`src/rtl/twopath_pkg.sv`:
```
package twopath_pkg;

  typedef int unsigned u32_t;

  // (x + d) reduced once modulo p; exact when x < p and d < p
  function automatic u32_t mod_add(input u32_t x, input u32_t d, input u32_t p);
    u32_t s;
    s = x + d;
    return (s >= p) ? (s - p) : s;
  endfunction

  // forward distance on a ring of p positions, from 'from' to 'to'
  function automatic u32_t fwd_dist(input u32_t from, input u32_t to, input u32_t p);
    return (to >= from) ? (to - from) : (to + p - from);
  endfunction

  // membership of c in the circular half-open span [s, e)
  function automatic logic in_span(input u32_t c, input u32_t s, input u32_t e);
    if (s <= e) return (c >= s) && (c < e);
    return (c >= s) || (c < e);
  endfunction

  // schedule validity: both release points on the ring, distinct, and
  // each hand-over leaving a non-empty window after the dead time
  function automatic logic sched_bad(input u32_t p, input u32_t ra,
                                     input u32_t rb, input u32_t d);
    if (ra >= p || rb >= p) return 1'b1;
    if (ra == rb) return 1'b1;
    return (fwd_dist(ra, rb, p) <= d) || (fwd_dist(rb, ra, p) <= d);
  endfunction

endpackage

```
`src/rtl/twopath_cfg_shadow.sv`:
```
module twopath_cfg_shadow
  import twopath_pkg::*;
#(
  parameter int CW          = 10,
  parameter int DW          = 4,
  parameter int DEF_PERIOD  = 528,
  parameter int DEF_REL_A   = 264,
  parameter int DEF_REL_B   = 0,
  parameter int DEF_DEAD    = 4
) (
  input  logic          clk,
  input  logic          rst_n,
  input  logic          load,
  input  logic [CW-1:0] cfg_period,
  input  logic [CW-1:0] cfg_rel_a,
  input  logic [CW-1:0] cfg_rel_b,
  input  logic [DW-1:0] cfg_dead,
  output logic [CW-1:0] sh_period,
  output logic [CW-1:0] sh_rel_a,
  output logic [CW-1:0] sh_rel_b,
  output logic [DW-1:0] sh_dead,
  output logic          sh_bad,
  output logic [CW-1:0] on_a_at,
  output logic [CW-1:0] on_b_at
);

  always_ff @(posedge clk or negedge rst_n) begin
    if (!rst_n) begin
      sh_period <= CW'(DEF_PERIOD);
      sh_rel_a  <= CW'(DEF_REL_A);
      sh_rel_b  <= CW'(DEF_REL_B);
      sh_dead   <= DW'(DEF_DEAD);
    end else if (load) begin
      sh_period <= cfg_period;
      sh_rel_a  <= cfg_rel_a;
      sh_rel_b  <= cfg_rel_b;
      sh_dead   <= cfg_dead;
    end
  end

  assign sh_bad = sched_bad(u32_t'(sh_period), u32_t'(sh_rel_a),
                            u32_t'(sh_rel_b), u32_t'(sh_dead));

  // activation point of each path: the other path's release plus dead time
  assign on_a_at = CW'(mod_add(u32_t'(sh_rel_b), u32_t'(sh_dead), u32_t'(sh_period)));
  assign on_b_at = CW'(mod_add(u32_t'(sh_rel_a), u32_t'(sh_dead), u32_t'(sh_period)));

endmodule

```
`src/rtl/twopath_period_ctr.sv`:
```
module twopath_period_ctr
  import twopath_pkg::*;
#(
  parameter int CW = 10
) (
  input  logic          clk,
  input  logic          rst_n,
  input  logic          run,
  input  logic [CW-1:0] period,
  output logic [CW-1:0] cnt,
  output logic          running,
  output logic          wrap,
  output logic          start
);

  // last cycle of the period; periods of 0 or 1 wrap on every cycle
  assign wrap  = running && ((u32_t'(cnt) + 1) >= u32_t'(period));
  assign start = running && (cnt == '0);

  always_ff @(posedge clk or negedge rst_n) begin
    if (!rst_n) begin
      cnt     <= '0;
      running <= 1'b0;
    end else if (!running) begin
      cnt     <= '0;
      running <= run;
    end else if (!run) begin
      cnt     <= '0;
      running <= 1'b0;
    end else if (wrap) begin
      cnt     <= '0;
    end else begin
      cnt     <= cnt + 1'b1;
    end
  end

endmodule

```
`src/rtl/twopath_path_gate.sv`:
```
module twopath_path_gate
  import twopath_pkg::*;
#(
  parameter int CW = 10,
  parameter int DW = 4
) (
  input  logic          clk,
  input  logic          rst_n,
  input  logic          running,
  input  logic          bad,
  input  logic [CW-1:0] cnt,
  input  logic [CW-1:0] rel_a,
  input  logic [CW-1:0] rel_b,
  input  logic [CW-1:0] on_a_at,
  input  logic [CW-1:0] on_b_at,
  input  logic [DW-1:0] dead,
  output logic          en_a,
  output logic          en_b,
  output logic          turn_b
);

  localparam int GW = DW + 1;

  logic                 live;
  logic [1:0][CW-1:0]   rel_w;
  logic [1:0][CW-1:0]   on_w;
  logic [1:0][GW-1:0]   gap_w;
  logic [1:0]           en_w;

  assign live     = running && !bad;
  assign rel_w[0] = rel_a;
  assign rel_w[1] = rel_b;
  assign on_w[0]  = on_a_at;
  assign on_w[1]  = on_b_at;

  for (genvar p = 0; p < 2; p++) begin : g_path
    logic          win;
    logic [GW-1:0] gap_q;   // cycles this path has been dark, saturating

    assign win      = in_span(u32_t'(cnt), u32_t'(on_w[p]), u32_t'(rel_w[p]));
    assign en_w[p]  = live && win && (gap_w[1-p] >= {1'b0, dead});
    assign gap_w[p] = gap_q;

    always_ff @(posedge clk or negedge rst_n) begin
      if (!rst_n)             gap_q <= '1;
      else if (en_w[p])       gap_q <= '0;
      else if (gap_q != '1)   gap_q <= gap_q + 1'b1;
    end
  end

  assign en_a   = en_w[0];
  assign en_b   = en_w[1];
  assign turn_b = live && in_span(u32_t'(cnt), u32_t'(rel_a), u32_t'(rel_b));

endmodule

```
`src/rtl/twopath_sched.sv`:
```
module twopath_sched
  import twopath_pkg::*;
#(
  parameter int CW         = 10,
  parameter int DW         = 4,
  parameter int DEF_PERIOD = 528,
  parameter int DEF_REL_A  = 264,
  parameter int DEF_REL_B  = 0,
  parameter int DEF_DEAD   = 4
) (
  input  logic          clk,
  input  logic          rst_n,
  input  logic          run,
  input  logic [CW-1:0] cfg_period,
  input  logic [CW-1:0] cfg_rel_a,
  input  logic [CW-1:0] cfg_rel_b,
  input  logic [DW-1:0] cfg_dead,
  output logic          en_a,
  output logic          en_b,
  output logic          period_start,
  output logic          cur_path,
  output logic          cfg_err
);

  // named internal events, visible to the bound checker
  logic [CW-1:0] cnt_q;
  logic          running_q;
  logic          wrap_w;
  logic          load_w;
  logic [CW-1:0] sh_period;
  logic [CW-1:0] sh_rel_a;
  logic [CW-1:0] sh_rel_b;
  logic [DW-1:0] sh_dead;
  logic          sh_bad;
  logic [CW-1:0] on_a_at;
  logic [CW-1:0] on_b_at;

  // capture while idle and on the wrap edge only
  assign load_w = !running_q || wrap_w;

  twopath_cfg_shadow #(
    .CW(CW), .DW(DW), .DEF_PERIOD(DEF_PERIOD), .DEF_REL_A(DEF_REL_A),
    .DEF_REL_B(DEF_REL_B), .DEF_DEAD(DEF_DEAD)
  ) u_shadow (
    .clk(clk), .rst_n(rst_n), .load(load_w),
    .cfg_period(cfg_period), .cfg_rel_a(cfg_rel_a), .cfg_rel_b(cfg_rel_b),
    .cfg_dead(cfg_dead),
    .sh_period(sh_period), .sh_rel_a(sh_rel_a), .sh_rel_b(sh_rel_b),
    .sh_dead(sh_dead), .sh_bad(sh_bad), .on_a_at(on_a_at), .on_b_at(on_b_at)
  );

  twopath_period_ctr #(.CW(CW)) u_ctr (
    .clk(clk), .rst_n(rst_n), .run(run), .period(sh_period),
    .cnt(cnt_q), .running(running_q), .wrap(wrap_w), .start(period_start)
  );

  twopath_path_gate #(.CW(CW), .DW(DW)) u_gate (
    .clk(clk), .rst_n(rst_n), .running(running_q), .bad(sh_bad),
    .cnt(cnt_q), .rel_a(sh_rel_a), .rel_b(sh_rel_b),
    .on_a_at(on_a_at), .on_b_at(on_b_at), .dead(sh_dead),
    .en_a(en_a), .en_b(en_b), .turn_b(cur_path)
  );

  assign cfg_err = sh_bad;

endmodule

```
`config.mk`:
```
export PLATFORM = sky130hd
export DESIGN_NAME = twopath_sched
export DESIGN_NICKNAME = d
export VERILOG_FILES = /design/src/rtl/twopath_pkg.sv /design/src/rtl/twopath_cfg_shadow.sv /design/src/rtl/twopath_period_ctr.sv /design/src/rtl/twopath_path_gate.sv /design/src/rtl/twopath_sched.sv
export SDC_FILE = /design/constraint.sdc
export NUM_CORES = 1
export LEC_CHECK = 0
export BUFFER_PORTS_ARGS = -buffer_cell sky130_fd_sc_hd__buf_2
export CAP_MARGIN = 30
export CORE_AREA = 10 10 203 205
export CTS_BUF_LIST = sky130_fd_sc_hd__clkbuf_4
export DETAILED_ROUTE_END_ITERATION = 7
export DIE_AREA = 0 0 213 215
export PLACE_DENSITY = 0.42
export SLEW_MARGIN = 10
export SYNTH_ARGS = -nofsm -noshare
export SYNTH_HDL_FRONTEND = slang
export SYNTH_SLANG_ARGS = --single-unit
export TNS_END_PERCENT = 30
```
`constraint.sdc`:
```
create_clock -name clk -period 13.6 [get_ports clk]
set_clock_uncertainty 0.1 [all_clocks]
set_input_delay 0.68 -clock clk [delete_from_list [all_inputs] [get_ports clk]]
set_output_delay 0.68 -clock clk [all_outputs]
set_load 0.005 [all_outputs]
```
# Word-level counts from Yosys, hierarchy flattened
# Cells that the tools add are included.
[totals] reg_bits=55 input_bits=37 out_inout_bits=5 elab_cells=95
[op_classes] addsub=14 n_lt_le_gt_ge=19 n_eq_ne=3 n_mux=29 n_reduce_logical=22
[ops] operator="$ge 10x10->1" n=7
[ops] operator="$le 32x4->1" n=2
[ops] operator="$mux 32" n=2
[ops] operator="$sub 32x10->32" n=2
[ops] operator="$mux 10" n=5
[ops] operator="$ge 32x10->1" n=1
[ops] operator="$le 10x10->1" n=3
[ops] operator="$add 10x10->11" n=2
[ops] operator="$add 10x4->11" n=2
[ops] operator="$ge 11x10->1" n=2
[ops] operator="$sub 10x10->11" n=2
[ops] operator="$lt 10x10->1" n=2
[ops] operator="$mux 5" n=4
[ops] operator="$sub 10x10->10" n=2
[ops] operator="$mux 1" n=18
[ops] operator="$add 10x1->11 const B" n=1
[ops] operator="$logic_and 1x1->1" n=11
[ops] operator="$add 10x1->10 const B" n=1
[ops] operator="$add 5x1->5 const B" n=2
[ops] operator="$eq 10x10->1" n=1
[ops] operator="$ge 5x4->1" n=2
[ops] operator="$logic_not 10->1" n=1
[ops] operator="$ne 5x5->1 const B" n=2
[ops] operator="$logic_or 1x1->1" n=6
[ops] operator="2 further kinds" n=4

# Longest topological paths before layout
# Gate-level depths: netlist of the first run.
[depth] ltp_word=12 mapped_depth=25 ltp_nobuf=24

# Cells and area by module
# Synthesis of the first run repeated with hierarchy kept, for this count alone.
[hier_totals] cells_unflattened=1033 hier_area_um2=8957.3
[modules_own_cells] mod="twopath_cfg_shadow" n_inst=1 cells_per_inst=671 area_per_inst_um2=5662.9 seq_area_each_um2=857.1
[modules_own_cells] mod="twopath_path_gate" n_inst=1 cells_per_inst=279 area_per_inst_um2=2403.6 seq_area_each_um2=262.8
[modules_own_cells] mod="twopath_period_ctr" n_inst=1 cells_per_inst=82 area_per_inst_um2=884.6 seq_area_each_um2=275.3
[modules_own_cells] mod="twopath_sched" n_inst=1 cells_per_inst=1 area_per_inst_um2=6.3 seq_area_each_um2=0.0

# Least setup slack after synthesis of the first run
# Ideal clock, no wire load.
[synth_path] kind="reg-to-output" start="register u_shadow.sh_rel_b[1]" end="output en_a" t_arrival_ps=5536 required_ps=12820 setup_slack_ps=7284 path_stages_with_launch=25 n_path_buf=2 path_cell_list="dfrtp_1 -> ha_1 -> a21o_1 -> a21oi_1 -> nor2b_1 -> o21ai_0 -> xnor2_1 -> ha_1 -> or2_2 -> a21oi_1 -> a21oi_1 -> a41o_1 -> nor2_2 -> buf_2 -> mux2i_1 -> ha_1 -> a21o_1 -> a31oi_1 -> o21ai_0 -> a2111oi_0 -> o21bai_1 -> maj3_1 -> and4_1 -> buf_2 -> and2_2"
[synth_between] elab_chain_len=11 elab_cells_between_ends=36 classes_between="add/sub (7); order compare (8); eq/ne (1); mux (12); reduce/logical (8)"
[synth_lines] item="start, declared" line_no="twopath_cfg_shadow.sv:20" text="output logic [CW-1:0] sh_rel_b,"
[synth_lines] item="start signal, assigned" line_no="twopath_cfg_shadow.sv:31" text="sh_rel_b <= CW'(DEF_REL_B);"
[synth_lines] item="start signal, assigned" line_no="twopath_cfg_shadow.sv:36" text="sh_rel_b <= cfg_rel_b;"
[synth_lines] item="$add 10x10->11" line_no="twopath_pkg.sv:14" text="return (to >= from) ? (to - from) : (to + p - from);"
[synth_lines] item="$sub 32x10->32" line_no="twopath_pkg.sv:14"
[synth_lines] item="$mux 32" line_no="twopath_pkg.sv:14"
[synth_lines] item="$le 32x4->1" line_no="twopath_pkg.sv:29" text="return (fwd_dist(ra, rb, p) <= d) || (fwd_dist(rb, ra, p) <= d);"
[synth_lines] item="$logic_or 1x1->1" line_no="twopath_pkg.sv:29"
[synth_lines] item="$mux 1" line_no="twopath_pkg.sv:29"
[synth_lines] item="$mux 1" line_no="twopath_pkg.sv:28" text="if (ra == rb) return 1'b1;"
[synth_lines] item="$logic_not 1->1" line_no="twopath_path_gate.sv:30" text="assign live = running && !bad;"
[synth_lines] item="$logic_and 1x1->1" line_no="twopath_path_gate.sv:30"
[synth_lines] item="$logic_and 1x1->1 (*) (2 in a row)" line_no="twopath_path_gate.sv:41" text="assign en_w[p] = live && win && (gap_w[1-p] >= {1'b0, dead});"
[synth_lines] item="end, declared" line_no="twopath_sched.sv:18" text="output logic en_a,"
# Mark *: on every way between the ends. The rest lies on a longest branch, timed or not. The select of a mux whose other input is x is not followed.

# Worst setup path after layout of the first run
[layout_path] start="register u_shadow.sh_rel_a[1]" end="output en_b"
[layout_between] elab_chain_len=11 elab_cells_between_ends=36 classes_between="add/sub (7); order compare (8); eq/ne (1); mux (12); reduce/logical (8)"
[layout_lines] item="start, declared" line_no="twopath_cfg_shadow.sv:19" text="output logic [CW-1:0] sh_rel_a,"
[layout_lines] item="start signal, assigned" line_no="twopath_cfg_shadow.sv:30" text="sh_rel_a <= CW'(DEF_REL_A);"
[layout_lines] item="start signal, assigned" line_no="twopath_cfg_shadow.sv:35" text="sh_rel_a <= cfg_rel_a;"
[layout_lines] item="$add 10x10->11" line_no="twopath_pkg.sv:14"
[layout_lines] item="$sub 32x10->32" line_no="twopath_pkg.sv:14"
[layout_lines] item="$mux 32" line_no="twopath_pkg.sv:14"
[layout_lines] item="$le 32x4->1" line_no="twopath_pkg.sv:29"
[layout_lines] item="$logic_or 1x1->1" line_no="twopath_pkg.sv:29"
[layout_lines] item="$mux 1" line_no="twopath_pkg.sv:29"
[layout_lines] item="$mux 1" line_no="twopath_pkg.sv:28"
[layout_lines] item="$logic_not 1->1" line_no="twopath_path_gate.sv:30"
[layout_lines] item="$logic_and 1x1->1" line_no="twopath_path_gate.sv:30"
[layout_lines] item="$logic_and 1x1->1 (*) (2 in a row)" line_no="twopath_path_gate.sv:41"
[layout_lines] item="end, declared" line_no="twopath_sched.sv:19" text="output logic en_b,"
# Marked as above.

==> flow_summary.rst, run 1 <==
.. list-table::
   :header-rows: 1

   * - Metric
     - Value
   * - Final max-slew violation count
     - 0
   * - Number of nets in the synthesized netlist
     - around 1300
   * - Hold-fix buffers, CTS
     - 0
   * - End of the worst register-to-register path
     - u_gate.g_path[1].gap_q[4]$_DFFE_PN1P_
   * - Aggregate global-route resource usage
     - between 10% and 20%
   * - Worst IR drop on VDD
     - about 41 uV
   * - Number of CTS-inserted buffers
     - 5
   * - Starting density of the core
     - 24.7%
   * - Setup violation total in the final timing report
     - 0
   * - Final number of hold-violating endpoints
     - 0
   * - CP startpoint kind
     - flop
   * - Post-route insts no fill
     - approximately 1600
   * - DP HPWL
     - between 20000 and 30000 um
   * - Max Buffers Root-to-Sink
     - 2
   * - Most frequent standard cell in the layout excluding fill and tap cells
     - ha_1
   * - Critical Path Max Stage Delay
     - between 0.7 and 0.8 ns
   * - Maximum fanout along the worst path
     - 20
   * - Total Die Area
     - 0.0458 mm2
   * - Number of antenna violations at the first check in global routing
     - 2
   * - Fmax
     - approximately 130 MHz
   * - Setup Buffers After CTS
     - 0
   * - Type of element capturing the critical path
     - output pin
   * - Aggregate global routing overflow
     - 0
   * - Max cap viols
     - 0
   * - Number of cells produced by synthesis
     - roughly 1000
   * - Clock Root Buffer
     - clkbuf_4
   * - Leading cell types in the layout, fill and taps excluded
     - ha_1 (201), inv_1 (79), a21oi_1 (77)
   * - Summed negative setup slack over all endpoints
     - 0 ns
   * - Critical path cell sequence
     - ha_1, a21o_1, a21oi_1, nor2b_1, o21ai_0, xnor2_1, ha_1, or2_2, a21oi_1, a21oi_1, a31oi_1, o211a_1, mux2_2, ha_1, a211oi_1, nor2_1, nor4_1, a31oi_1, maj3_1, and4_1, and2_2, buf_2
   * - Kind of path behind the tightest hold check
     - in -> async
   * - WL met3
     - around 1300 um
   * - R2R setup slack
     - 7.14 ns
   * - Post-cts resize count
     - 0
   * - Transition time at the pin with the least slew margin
     - between 0.9 and 1 ns
   * - Later-pin clock latency in the skew report
     - between 0.4 and 0.5 ns
   * - FF-to-FF path depth
     - 21
   * - Std cell rows
     - just over 70
   * - Min cycle time layout
     - between 7 and 8 ns
   * - Multi-input gate area in the final layout
     - roughly 0.0074 mm2
   * - Post-Syn Area
     - slightly above 0.009 mm2
   * - Count of different cell masters after synthesis
     - between 60 and 70
   * - Number of optimization iterations in the first detailed-route pass
     - 5
   * - Static leakage
     - between 4 and 5 nW
   * - Post-DRT Antenna Nets
     - 0
   * - Synth Warn #
     - 0
   * - Power per cell area
     - 137 mW/mm2
   * - Final nets
     - 1331
   * - Detailed-routed wire length on met2
     - between 10000 and 15000 um
   * - Met1 wire length
     - roughly 17000 um
   * - Wire length of the first global-routing pass
     - 49100 um
   * - Fraction of layout cells with a size suffix above 1
     - between 10% and 20%
   * - Critical path class
     - reg -> out
   * - CTS tree
     - built
   * - I/O Pins
     - 42
   * - WL final
     - between 30000 and 40000 um
   * - Core Box Area
     - around 0.037 mm2
   * - Setup repair after global routing missed its margin
     - no
   * - Filler cells
     - about 4000
   * - WP data required
     - roughly 13 ns
   * - Die X-Extent
     - ~210 um
   * - Number of global-route vias before repair
     - 7695
   * - Clock sinks
     - 55
   * - Share of the core filled with cells
     - between 20% and 30%
   * - Port Buf Inserts
     - slightly above 40
   * - Clock transition at the registers of the reported paths
     - around 0.21 ns
   * - Average via count per standard cell
     - 5.01
   * - Startpoint of the most critical register-to-register path
     - u_shadow.sh_rel_a[1]$_DFFE_PN0P_
   * - Fraction of the cycle the final worst path needs
     - ~57%
   * - Storage element area
     - roughly 0.0014 mm2
   * - DRC violation total after the first TritonRoute iteration
     - roughly 500
   * - Post-synth top flop
     - dfrtp_1
   * - Average size of a mapped cell
     - between 8 and 9 um2
   * - Placed cell count
     - ~1500
   * - Critical path arrival
     - 6.97 ns
   * - Overall via count from detail_route
     - roughly 7800
   * - # DRC
     - 0
   * - Run status
     - complete, no violations
   * - H-Tree Level Count
     - 2
   * - Slowest stage cell, crit path
     - o211a_1
   * - Count of flip-flops with a built-in enable after synthesis
     - 0
   * - Register bit count reported by yosys
     - 55
   * - Worst relative slew slack
     - between 30% and 40%
   * - Proportion of synthesized chip area in sequential cells
     - 15.2%
   * - Uppermost signal routing layer after detailed routing
     - met4
   * - Final weighted congestion of routability-driven global placement
     - ~0.83
   * - Wire length per cell after detailed routing
     - ~21 um
   * - DIE HEIGHT
     - 215 um
   * - Layout overhead on the synthesized area
     - 8.89%
   * - Share of flip-flops with an asynchronous set or reset after synthesis
     - 100%
   * - Pin count of the biggest net entering global routing
     - 56
[cells by family after synthesis]
logic type / after synthesis / share of synthesized area [%]
and+or+nand+nor: 268 / 15.3
AOI/OAI and AO/OA: 262 / 19.1
adders and majority gates: 214 / 29.9
buffers and inverters: 95 / 4.22
muxes: 80 / 9.46
xor gates and xnor gates: 73 / 6.95
DFF: 55 / 15.2
[worst max-delay path, delay by kind of cell, from the launching register on]
kind	cells	cell delay, ns
flops	1	0.67
xor+xnor	1	0.19
simple gates	6	1.39
mux	1	0.42
fa+ha+maj	4	1.35
buf+inv	1	0.12
compound gates	9	2.31
[cells in the mapped netlist, types with 5 or more instances]
| cell | n | area (um2) |
|---|---|---|
| ha_1 | 201 | 2510 |
| inv_1 | 79 | 297 |
| a21oi_1 | 77 | 385 |
| nor2_1 | 70 | 263 |
| mux2_2 | 55 | 619 |
| o21ai_0 | 45 | 225 |
| xnor2_1 | 41 | 359 |
| dfrtp_1 | 40 | 1000 |
| nand2_1 | 38 | 143 |
| a21o_1 | 32 | 240 |
| xor2_1 | 32 | 280 |
| nor2b_1 | 30 | 188 |
| nand2b_1 | 27 | 169 |
| mux2i_1 | 25 | 250 |
| nand3_1 | 23 | 115 |
| nor3_1 | 21 | 105 |
| dfstp_2 | 15 | 394 |
| a211oi_1 | 14 | 105 |
| nand4_1 | 13 | 81.3 |
| buf_2 | 10 | 50.1 |
| fa_1 | 10 | 200 |
| a21oi_2 | 9 | 78.8 |
| a31oi_1 | 9 | 56.3 |
| nor4_1 | 8 | 50.1 |
| o21a_1 | 8 | 60.1 |
| a221oi_1 | 7 | 61.3 |
| a2111oi_0 | 6 | 52.6 |
| and3_1 | 5 | 31.3 |
| o21bai_1 | 5 | 37.5 |
[report_power, final]
| group | internal (mW) | switching, mW |
|---|---|---|
| Combinational | 0.446 | 0.584 |
| Sequential | 0.203 | 0.0491 |
| Clock | 0.0203 | 0.0742 |
[registers in the layout, summed over array words and instances, names as in the netlist]
signal and cells:
u_ctr.running 1, u_shadow.sh_period 10, u_shadow.sh_dead 4, u_gate.g_path.gap_q 10, u_shadow.sh_rel_a 10, u_ctr.cnt 10, u_shadow.sh_rel_b 10
[worst max-delay path by stage]
stage	start	end	slack, ns	depth (start not counted)
2_1_floorplan	u_shadow.sh_rel_b[1]$_DFFE_PN0P_	en_a	7.28	24
3_3_place_gp	u_shadow.sh_rel_b[1]$_DFFE_PN0P_	en_a	6.43	23
3_5_place_dp	u_shadow.sh_rel_b[1]$_DFFE_PN0P_	en_a	6.28	23
4_1_cts	u_shadow.sh_rel_b[1]$_DFFE_PN0P_	en_a	5.66	23
5_1_grt	u_shadow.sh_rel_a[1]$_DFFE_PN0P_	en_b	5.45	22
6_report	u_shadow.sh_rel_a[1]$_DFFE_PN0P_	en_b	5.85	22
[per-stage QoR]
step	total power [mW]	hold WS, ns	cell area (um2)	worst slack (ns)
after floorplan	1.02	0.284	9200	7.28
after global placement	1.27	0.470	9940	6.43
after detailed placement	1.28	0.470	9940	6.28
after CTS	1.38	0.195	9990	5.66
after global routing	1.53	0.187	10000	5.45
final	1.38	0.210	10000	5.85
[area by class of cell]
| cell class | count | share of cell area [%] |
|---|---|---|
| Antenna cell | 2 | 0.0500 |
| Inverter | 79 | 2.96 |
| Sequential cell | 55 | 13.9 |
| Clock inverter | 3 | 0.187 |
| Tap cell | 474 | 5.92 |
| Timing Repair Buffer | 45 | 2.42 |
| Clock buffer | 5 | 0.375 |
| Multi-Input combinational cell | 897 | 74.1 |
[per-layer routing]
layer | global-route usage [%] | vias to the layer above
met3 | 1.88 | 20
met2 | 22.1 | 147
met4 | 3.02 | 0
met1 | 20.6 | 3718
met5 | 0 | -
li1 | - | 3926
(Power assumes the default switching activity.)
==> inputs of run 2 (changes only) <==
- PLACE_DENSITY: 0.42 -> 0.43
- clock period: 13.6 -> 6.9 ns (I/O delays scaled with it)
==> flow_summary.rst, run 2 (same netlist as run 1, synthesis figures left out) <==
.. list-table::
   :header-rows: 1

   * - Metric
     - Value
   * - CTS tree
     - built
   * - Post-DRT Antenna Nets
     - 0 (unchanged)
   * - Later-pin clock latency in the skew report
     - 0.49 ns (about the same)
   * - Aggregate global-route resource usage
     - 14.6% (+0.31 points)
   * - Fraction of layout cells with a size suffix above 1
     - 16.5% (+2.5 points)
   * - Critical path class
     - reg -> out
   * - Starting density of the core
     - 24.7% (unchanged)
   * - WP data required
     - 6.45 ns (-6.37 ns)
   * - Clock sinks
     - 55 (unchanged)
   * - Fmax
     - between 150 and 200 MHz
   * - Leading cell types in the layout, fill and taps excluded
     - ha_1 (201), inv_1 (79), a21oi_1 (73)
   * - Number of global-route vias before repair
     - 7961 (+3.5%)
   * - Final max-slew violation count
     - 0 (unchanged)
   * - Storage element area
     - 0.00140 mm2 (+0.27%)
   * - Max Buffers Root-to-Sink
     - 2 (unchanged)
   * - Pin count of the biggest net entering global routing
     - 56 (unchanged)
   * - Final weighted congestion of routability-driven global placement
     - 0.855 (+2.4%)
   * - Max cap viols
     - 0 (unchanged)
   * - Most frequent standard cell in the layout excluding fill and tap cells
     - ha_1
   * - Clock transition at the registers of the reported paths
     - 0.20 ns (about the same)
   * - Port Buf Inserts
     - 41 (unchanged)
   * - Worst relative slew slack
     - 41.0% (+1.5 points)
   * - Multi-input gate area in the final layout
     - 0.00750 mm2 (+1.1%)
   * - Aggregate global routing overflow
     - 0 (unchanged)
   * - Clock Root Buffer
     - clkbuf_4
   * - Core Box Area
     - 0.0372 mm2 (unchanged)
   * - DP HPWL
     - 26400 um (+0.53%)
   * - Final nets
     - 1381 (+3.8%)
   * - Placed cell count
     - 1565 (+1.0%)
   * - Std cell rows
     - 71 (unchanged)
   * - Transition time at the pin with the least slew margin
     - 0.881 ns (-0.0225 ns)
   * - I/O Pins
     - 42 (unchanged)
   * - Average via count per standard cell
     - 5.04 (+0.59%)
   * - Critical path cell sequence
     - buf_4, ha_1, fa_1, a21o_1, a21oi_2, nor2_1, nand3_1, xnor2_1, ha_1, a21o_1, a31oi_2, o211a_4, buf_6, mux2_2, ha_1, a21o_1, nand3_1, a21oi_1, nor4_1, a31oi_1, maj3_1, and4_1, and2_2, buf_2
   * - Overall via count from detail_route
     - 8104 (+3.8%)
   * - Wire length per cell after detailed routing
     - 20.8 um (-0.93%)
   * - Number of CTS-inserted buffers
     - 5 (unchanged)
   * - CP startpoint kind
     - flop
   * - Total chip power
     - 2.77 mW (+100%)
   * - WL final
     - 33400 um (+2.2%)
   * - # DRC
     - 0 (unchanged)
   * - Summed negative setup slack over all endpoints
     - 0 ns (unchanged)
   * - Run status
     - complete, no violations
   * - Power per cell area
     - 263 mW/mm2 (+91%)
   * - Type of element capturing the critical path
     - output pin
   * - Total Die Area
     - 0.0458 mm2 (unchanged)
   * - Post-route insts no fill
     - 1609 (+3.1%)
   * - Critical path arrival
     - 6.15 ns (-0.82 ns)
   * - Maximum fanout along the worst path
     - 16 (-20%)
   * - Final number of hold-violating endpoints
     - 0 (unchanged)
   * - Kind of path behind the tightest hold check
     - in -> reg
   * - Setup repair after global routing missed its margin
     - no
   * - DRC violation total after the first TritonRoute iteration
     - 449 (-9.3%)
   * - H-Tree Level Count
     - 2 (unchanged)
   * - Slowest stage cell, crit path
     - dfrtp_1
   * - Die X-Extent
     - 213 um (unchanged)
   * - Worst IR drop on VDD
     - 93.3 uV (+130%)
   * - DIE HEIGHT
     - 215 um (unchanged)
   * - Static leakage
     - 4.95 nW (+5.0%)
   * - Wire length of the first global-routing pass
     - 50200 um (+2.3%)
   * - Critical Path Max Stage Delay
     - 0.43 ns (-0.32 ns)
   * - Number of antenna violations at the first check in global routing
     - 1 (-1)
   * - Layout overhead on the synthesized area
     - 14.8%
   * - Fraction of the cycle the final worst path needs
     - about 96%
   * - Min cycle time layout
     - between 6 and 7 ns
   * - Filler cells
     - 3953 (-0.63%)
   * - Number of optimization iterations in the first detailed-route pass
     - 5 (unchanged)
   * - Setup violation total in the final timing report
     - 0 (unchanged)
[run 2: metrics by stage]
| stage | worst slack, ns | hold WS (ns) | area [um2] | utilization (%) |
|---|---|---|---|---|
| after CTS | 0.0271 | 0.0162 | 10400 | 28.1 |
| after global placement | 0.452 | 0.381 | 10100 | 27.0 |
| after global routing | 0.0206 | 0.0165 | 10600 | 28.4 |
| after detailed placement | 0.408 | 0.372 | 10100 | 27.0 |
| final | 0.308 | 0.0350 | 10600 | 28.4 |
| after floorplan | 0.919 | -0.0506 | 9200 | - |
[run 2: cell type report]
cell class              instances  share of cell area [%]
multi-input cells             897                    71.1
flip-flops and latches         55                    13.3
repair buffers                 95                    6.65
well taps                     474                    5.62
inverters                      79                    2.81
clock buffers                   6                   0.427
clock inverters                 2                   0.119
diodes                          1                  0.0237
[run 2: repair_timing]
item,CTS,global route
setup endpoints to repair,2,4
hold endpoints to repair,71,0
resized for setup,3,23
setup buffers,0,3
hold buffers,32,0
pin swaps,0,5
[run 2: path summary, 6_finish.rpt]
path                       cells after the start                               endpoint                                  start  slack, ns
max reg2reg                                   24  u_gate.g_path[1].gap_q[3]$_DFFE_PN1P_        u_shadow.sh_dead[0]$_DFFE_PN0P_       1.07
min                                            2       u_shadow.sh_rel_b[2]$_DFFE_PN0P_                           cfg_rel_b[2]       0.03
max                                           24                                   en_b        u_shadow.sh_dead[0]$_DFFE_PN0P_       0.31
min in group asynchronous                      3       u_shadow.sh_rel_a[0]$_DFFE_PN0P_                                  rst_n       0.43
max in group asynchronous                      3      u_shadow.sh_period[2]$_DFFE_PN0P_                                  rst_n       5.64
min reg2reg                                    2  u_gate.g_path[0].gap_q[0]$_DFFE_PN1P_  u_gate.g_path[0].gap_q[0]$_DFFE_PN1P_       0.48
[run 2: routing by layer]
layer | wire, um | vias to the layer above | GRT usage, %
li1 | - | 4007 | -
met1 | 16300 | 3896 | 20.1
met2 | 15000 | 164 | 23.2
met3 | 1300 | 37 | 1.99
met4 | 799 | 0 | 4.07
met5 | 0 | - | 0
[run 2: worst max-delay path: cells and delay by family, from the launching register on]
family,cells,cell delay (ns)
AOI/OAI and AO/OA,8,1.46
xor gates and xnor gates,1,0.19
adders and majority gates,5,1.68
buffers and inverters,3,0.51
DFF,1,0.43
muxes,1,0.37
and+or+nand+nor,6,1.00
[run 2: power by group]
group	switching (mW)	leakage (nW)	internal, mW
clock network	0.141	0.0317	0.0432
registers	0.0844	0.643	0.401
logic	1.18	4.28	0.923
total	1.41	4.95	1.37
==> inputs of run 3 (changes only) <==
- CORE_AREA: 10 10 203 205 -> 10 10 201 203
- DIE_AREA: 0 0 213 215 -> 0 0 211 213
- SYNTH_HIERARCHICAL: not set -> 1
==> flow_summary.rst, run 3 <==
.. list-table::
   :header-rows: 1

   * - Metric
     - Value
   * - Final max-slew violation count
     - 0 (unchanged)
   * - Transition time at the pin with the least slew margin
     - 0.797 ns (-0.0833 ns)
   * - Dominant combinational cell family by area after synthesis
     - adder cells
   * - Wire length per cell after detailed routing
     - 19.0 um (-8.3%)
   * - DP HPWL
     - 25000 um (-5.1%)
   * - Fraction of post-synthesis cell area in the top cell type by area
     - 26.3% (-1.1 points)
   * - H-Tree Level Count
     - 2 (unchanged)
   * - Filler cells
     - 3933 (-0.51%)
   * - Number of cells produced by synthesis
     - 1033 (-1.3%)
   * - Worst IR drop on VDD
     - 93.4 uV (about the same)
   * - Min cycle time layout
     - 6.38 ns (-0.216 ns)
   * - Share of flip-flops with an asynchronous set or reset after synthesis
     - 100% (unchanged)
   * - Power per cell area
     - 235 mW/mm2 (-10%)
   * - Final weighted congestion of routability-driven global placement
     - 0.849 (-0.67%)
   * - Average size of a mapped cell
     - 8.67 um2 (-1.3%)
   * - Critical path class
     - reg -> out
   * - Clock Root Buffer
     - clkbuf_4
   * - Clock transition at the registers of the reported paths
     - 0.19 ns (about the same)
   * - Post-Syn Area
     - 0.00896 mm2 (-2.6%)
   * - Maximum fanout along the worst path
     - 9 (-7)
   * - Proportion of synthesized area in mux cells
     - 3.69% (-5.8 points)
   * - WL final
     - 29800 um (-11%)
   * - Wire length of the first global-routing pass
     - 47000 um (-6.4%)
   * - Setup repair after global routing missed its margin
     - no
   * - Max Buffers Root-to-Sink
     - 2 (unchanged)
   * - Number of antenna violations at the first check in global routing
     - 1 (unchanged)
   * - GR Util met3
     - 1.32% (-0.67 points)
   * - Port Buf Inserts
     - 41 (unchanged)
   * - Leading area contributor after synthesis
     - ha_1
   * - Final number of hold-violating endpoints
     - 0 (unchanged)
   * - Setup violation total in the final timing report
     - 0 (unchanged)
   * - Total Die Area
     - 0.0449 mm2 (-1.9%)
   * - Clock sinks
     - 55 (unchanged)
   * - Synth Warn #
     - 6 (+6)
   * - Static leakage
     - 4.70 nW (-5.0%)
   * - Type of element capturing the critical path
     - output pin
   * - Proportion of synthesized chip area in sequential cells
     - 15.6% (+0.40 points)
   * - Die X-Extent
     - 211 um (-0.94%)
   * - Synthesized-area fraction occupied by xor and xnor cells
     - 5.87% (-1.1 points)
   * - Max cap viols
     - 0 (unchanged)
   * - WP data required
     - 6.45 ns (about the same)
   * - CP startpoint kind
     - flop
   * - Multi-input gate area in the final layout
     - 0.00702 mm2 (-6.4%)
   * - FF-to-FF path depth
     - 20 (-17%)
   * - Count of flip-flops with a built-in enable after synthesis
     - 0 (unchanged)
   * - Fraction of layout cells with a size suffix above 1
     - 11.8% (-4.7 points)
   * - Storage element area
     - 0.00140 mm2 (-0.27%)
   * - Aggregate global routing overflow
     - 0 (unchanged)
   * - Hold Crit Depth
     - 3 (+1)
   * - Most frequent standard cell in the layout excluding fill and tap cells
     - ha_1
   * - Std cell rows
     - 70 (-1.4%)
   * - Most common cell in the synthesized netlist
     - ha_1
   * - Number of nets in the synthesized netlist
     - 1284 (-0.85%)
   * - Kind of path behind the tightest hold check
     - in -> reg
   * - Final nets
     - 1346 (-2.5%)
   * - I/O Pins
     - 42 (unchanged)
   * - Register bit count reported by yosys
     - 55 (unchanged)
   * - Global routing usage on met2
     - 23.6% (+0.42 points)
   * - CTS tree
     - built
   * - Count of different cell masters after synthesis
     - 86 (+26%)
   * - Setup Buffers After CTS
     - 0 (unchanged)
   * - Critical path arrival
     - 5.93 ns (-0.22 ns)
   * - Run status
     - complete, no violations
   * - Fmax
     - 157 MHz (+3.4%)
   * - Adder and majority gate portion of the synthesized area
     - 32.2% (+2.3 points)
   * - Most frequent cells after synthesis
     - ha_1 (188), inv_1 (120), nand2_1 (77)
   * - Pin count of the biggest net entering global routing
     - 67 (+20%)
   * - DRC violation total after the first TritonRoute iteration
     - 379 (-16%)
   * - DIE HEIGHT
     - 213 um (-0.93%)
   * - Worst relative slew slack
     - 46.5% (+5.5 points)
   * - Post-DRT Antenna Nets
     - 0 (unchanged)
   * - Post-synthesis compound-gate area fraction
     - 19.8% (+0.77 points)
   * - Leading cell types in the layout, fill and taps excluded
     - ha_1 (188), inv_1 (120), nand2_1 (77)
   * - Post-synth top flop
     - dfrtp_1
   * - Placed cell count
     - 1536 (-1.9%)
   * - Overall via count from detail_route
     - 7668 (-5.4%)
   * - Average via count per standard cell
     - 4.90 (-2.7%)
   * - Layout overhead on the synthesized area
     - 12.0%
   * - Synth top area cells
     - ha_1 (26%), dfrtp_1 (11%), fa_1 (5.8%), inv_1 (5.0%), dfstp_2 (4.4%)
   * - # DRC
     - 0 (unchanged)
   * - Starting density of the core
     - 24.7% (about the same)
   * - Met1 routing resource usage after global routing
     - 17.1% (-3.0 points)
   * - Fraction of the cycle the final worst path needs
     - 92.4% (-3.1 points)
   * - Highest-utilization routing layer at the global route stage
     - met2
   * - Aggregate global-route resource usage
     - 13.6% (-1.0 points)
   * - Area fraction in and, or, nand and nor cells after synthesis
     - 16.7% (+1.4 points)
   * - Number of global-route vias before repair
     - 7981 (+0.25%)
   * - Number of CTS-inserted buffers
     - 5 (unchanged)
   * - Later-pin clock latency in the skew report
     - 0.46 ns (-0.03 ns)
   * - Number of optimization iterations in the first detailed-route pass
     - 5 (unchanged)
   * - Post-route insts no fill
     - 1565 (-2.7%)
   * - Core Box Area
     - 0.0363 mm2 (-2.6%)
   * - Summed negative setup slack over all endpoints
     - 0 ns (unchanged)
[run 3: area by class of cell]
type	count	area share, %
Antenna cell	1	0.0250
Clock buffer	6	0.449
Clock inverter	2	0.387
Inverter	120	4.49
Multi-Input combinational cell	841	70.0
Sequential cell	55	13.9
Tap cell	468	5.84
Timing Repair Buffer	72	4.87
[run 3: final timing paths]
check | slack, ns | start | endpoint
worst min register to register | 0.49 | u_gate/g_path[1].gap_q[4]$_DFFE_PN1P_ | u_gate/g_path[1].gap_q[4]$_DFFE_PN1P_
max in group asynchronous | 5.67 | rst_n | u_shadow/sh_rel_b[9]$_DFFE_PN0P_
min in group asynchronous | 0.42 | rst_n | u_ctr/cnt[6]$_DFF_PN0_
worst max register to register | 1.38 | u_shadow/sh_dead[0]$_DFFE_PN0P_ | u_gate/g_path[0].gap_q[4]$_DFFE_PN1P_
worst max-delay path | 0.52 | u_shadow/sh_dead[0]$_DFFE_PN0P_ | en_a
worst min-delay path | 0.01 | cfg_rel_a[5] | u_shadow/sh_rel_a[5]$_DFFE_PN0P_
[run 3: report_power, final]
| part | internal [mW] | switching, mW | total (mW) | leakage [nW] |
|---|---|---|---|---|
| clock network | 0.0818 | 0.130 | 0.212 | 0.0463 |
| logic | 0.714 | 0.939 | 1.65 | 4.00 |
| registers | 0.399 | 0.0948 | 0.494 | 0.659 |
| total | 1.19 | 1.16 | 2.36 | 4.70 |
[run 3: per-stage QoR]
step / power, mW / worst slack, ns / instance area, um2 / utilization (%) / hold WS (ns)
3_5_place_dp: 2.14 / 0.870 / 9730 / 26.8 / 0.411
2_1_floorplan: 1.68 / 1.99 / 8960 / - / -0.0506
5_1_grt: 2.62 / 0.0257 / 10000 / 27.7 / 0.0155
3_3_place_gp: 2.14 / 0.910 / 9730 / 26.8 / 0.420
4_1_cts: 2.38 / 0.286 / 10000 / 27.6 / 0.000325
6_report: 2.36 / 0.524 / 10000 / 27.7 / 0.0148
[run 3: layer usage]
metal / vias to the layer above / routed length [um] / part of all wire [%]
li1: 3845 / - / -
met1: 3686 / 13700 / 46
met2: 107 / 14500 / 49
met3: 30 / 641 / 2.2
met4: 0 / 918 / 3.1
met5: - / 0 / 0
[run 3: cells by family (layout without fill, tap and decap cells)]
kind of cell | after synthesis | after routing
AO/OA/AOI/OAI | 257 | 257
XOR/XNOR | 60 | 60
adder cells (fa/ha/maj) | 215 | 215
buffers and inverters | 137 | 200
flip-flops | 55 | 55
multiplexers | 30 | 30
other | 0 | 1
AND/OR/NAND/NOR | 279 | 279
[run 3: what timing repair did]
item	4_1_cts	5_1_grt
hold buffers	20	0
hold endpoints to repair	59	0
endpoints found under the setup margin	0	1
resized for setup	0	1
[run 3: critical path, cell delays in order, from the launching register on]
cell and delay, ns:
dfrtp_1 0.54, ha_1 0.27, fa_1 0.45, a21o_1 0.21, a21oi_1 0.25, nor3_1 0.14
nand3_1 0.12, xnor2_1 0.13, ha_1 0.41, nand2_1 0.07, nor3_1 0.27, nor3_1 0.14
a21oi_4 0.36, mux2_2 0.40, ha_1 0.32, and4_1 0.22, o2111ai_1 0.12, o211ai_1 0.09
o21ai_0 0.19, a2111oi_4 0.57, buf_2 0.21
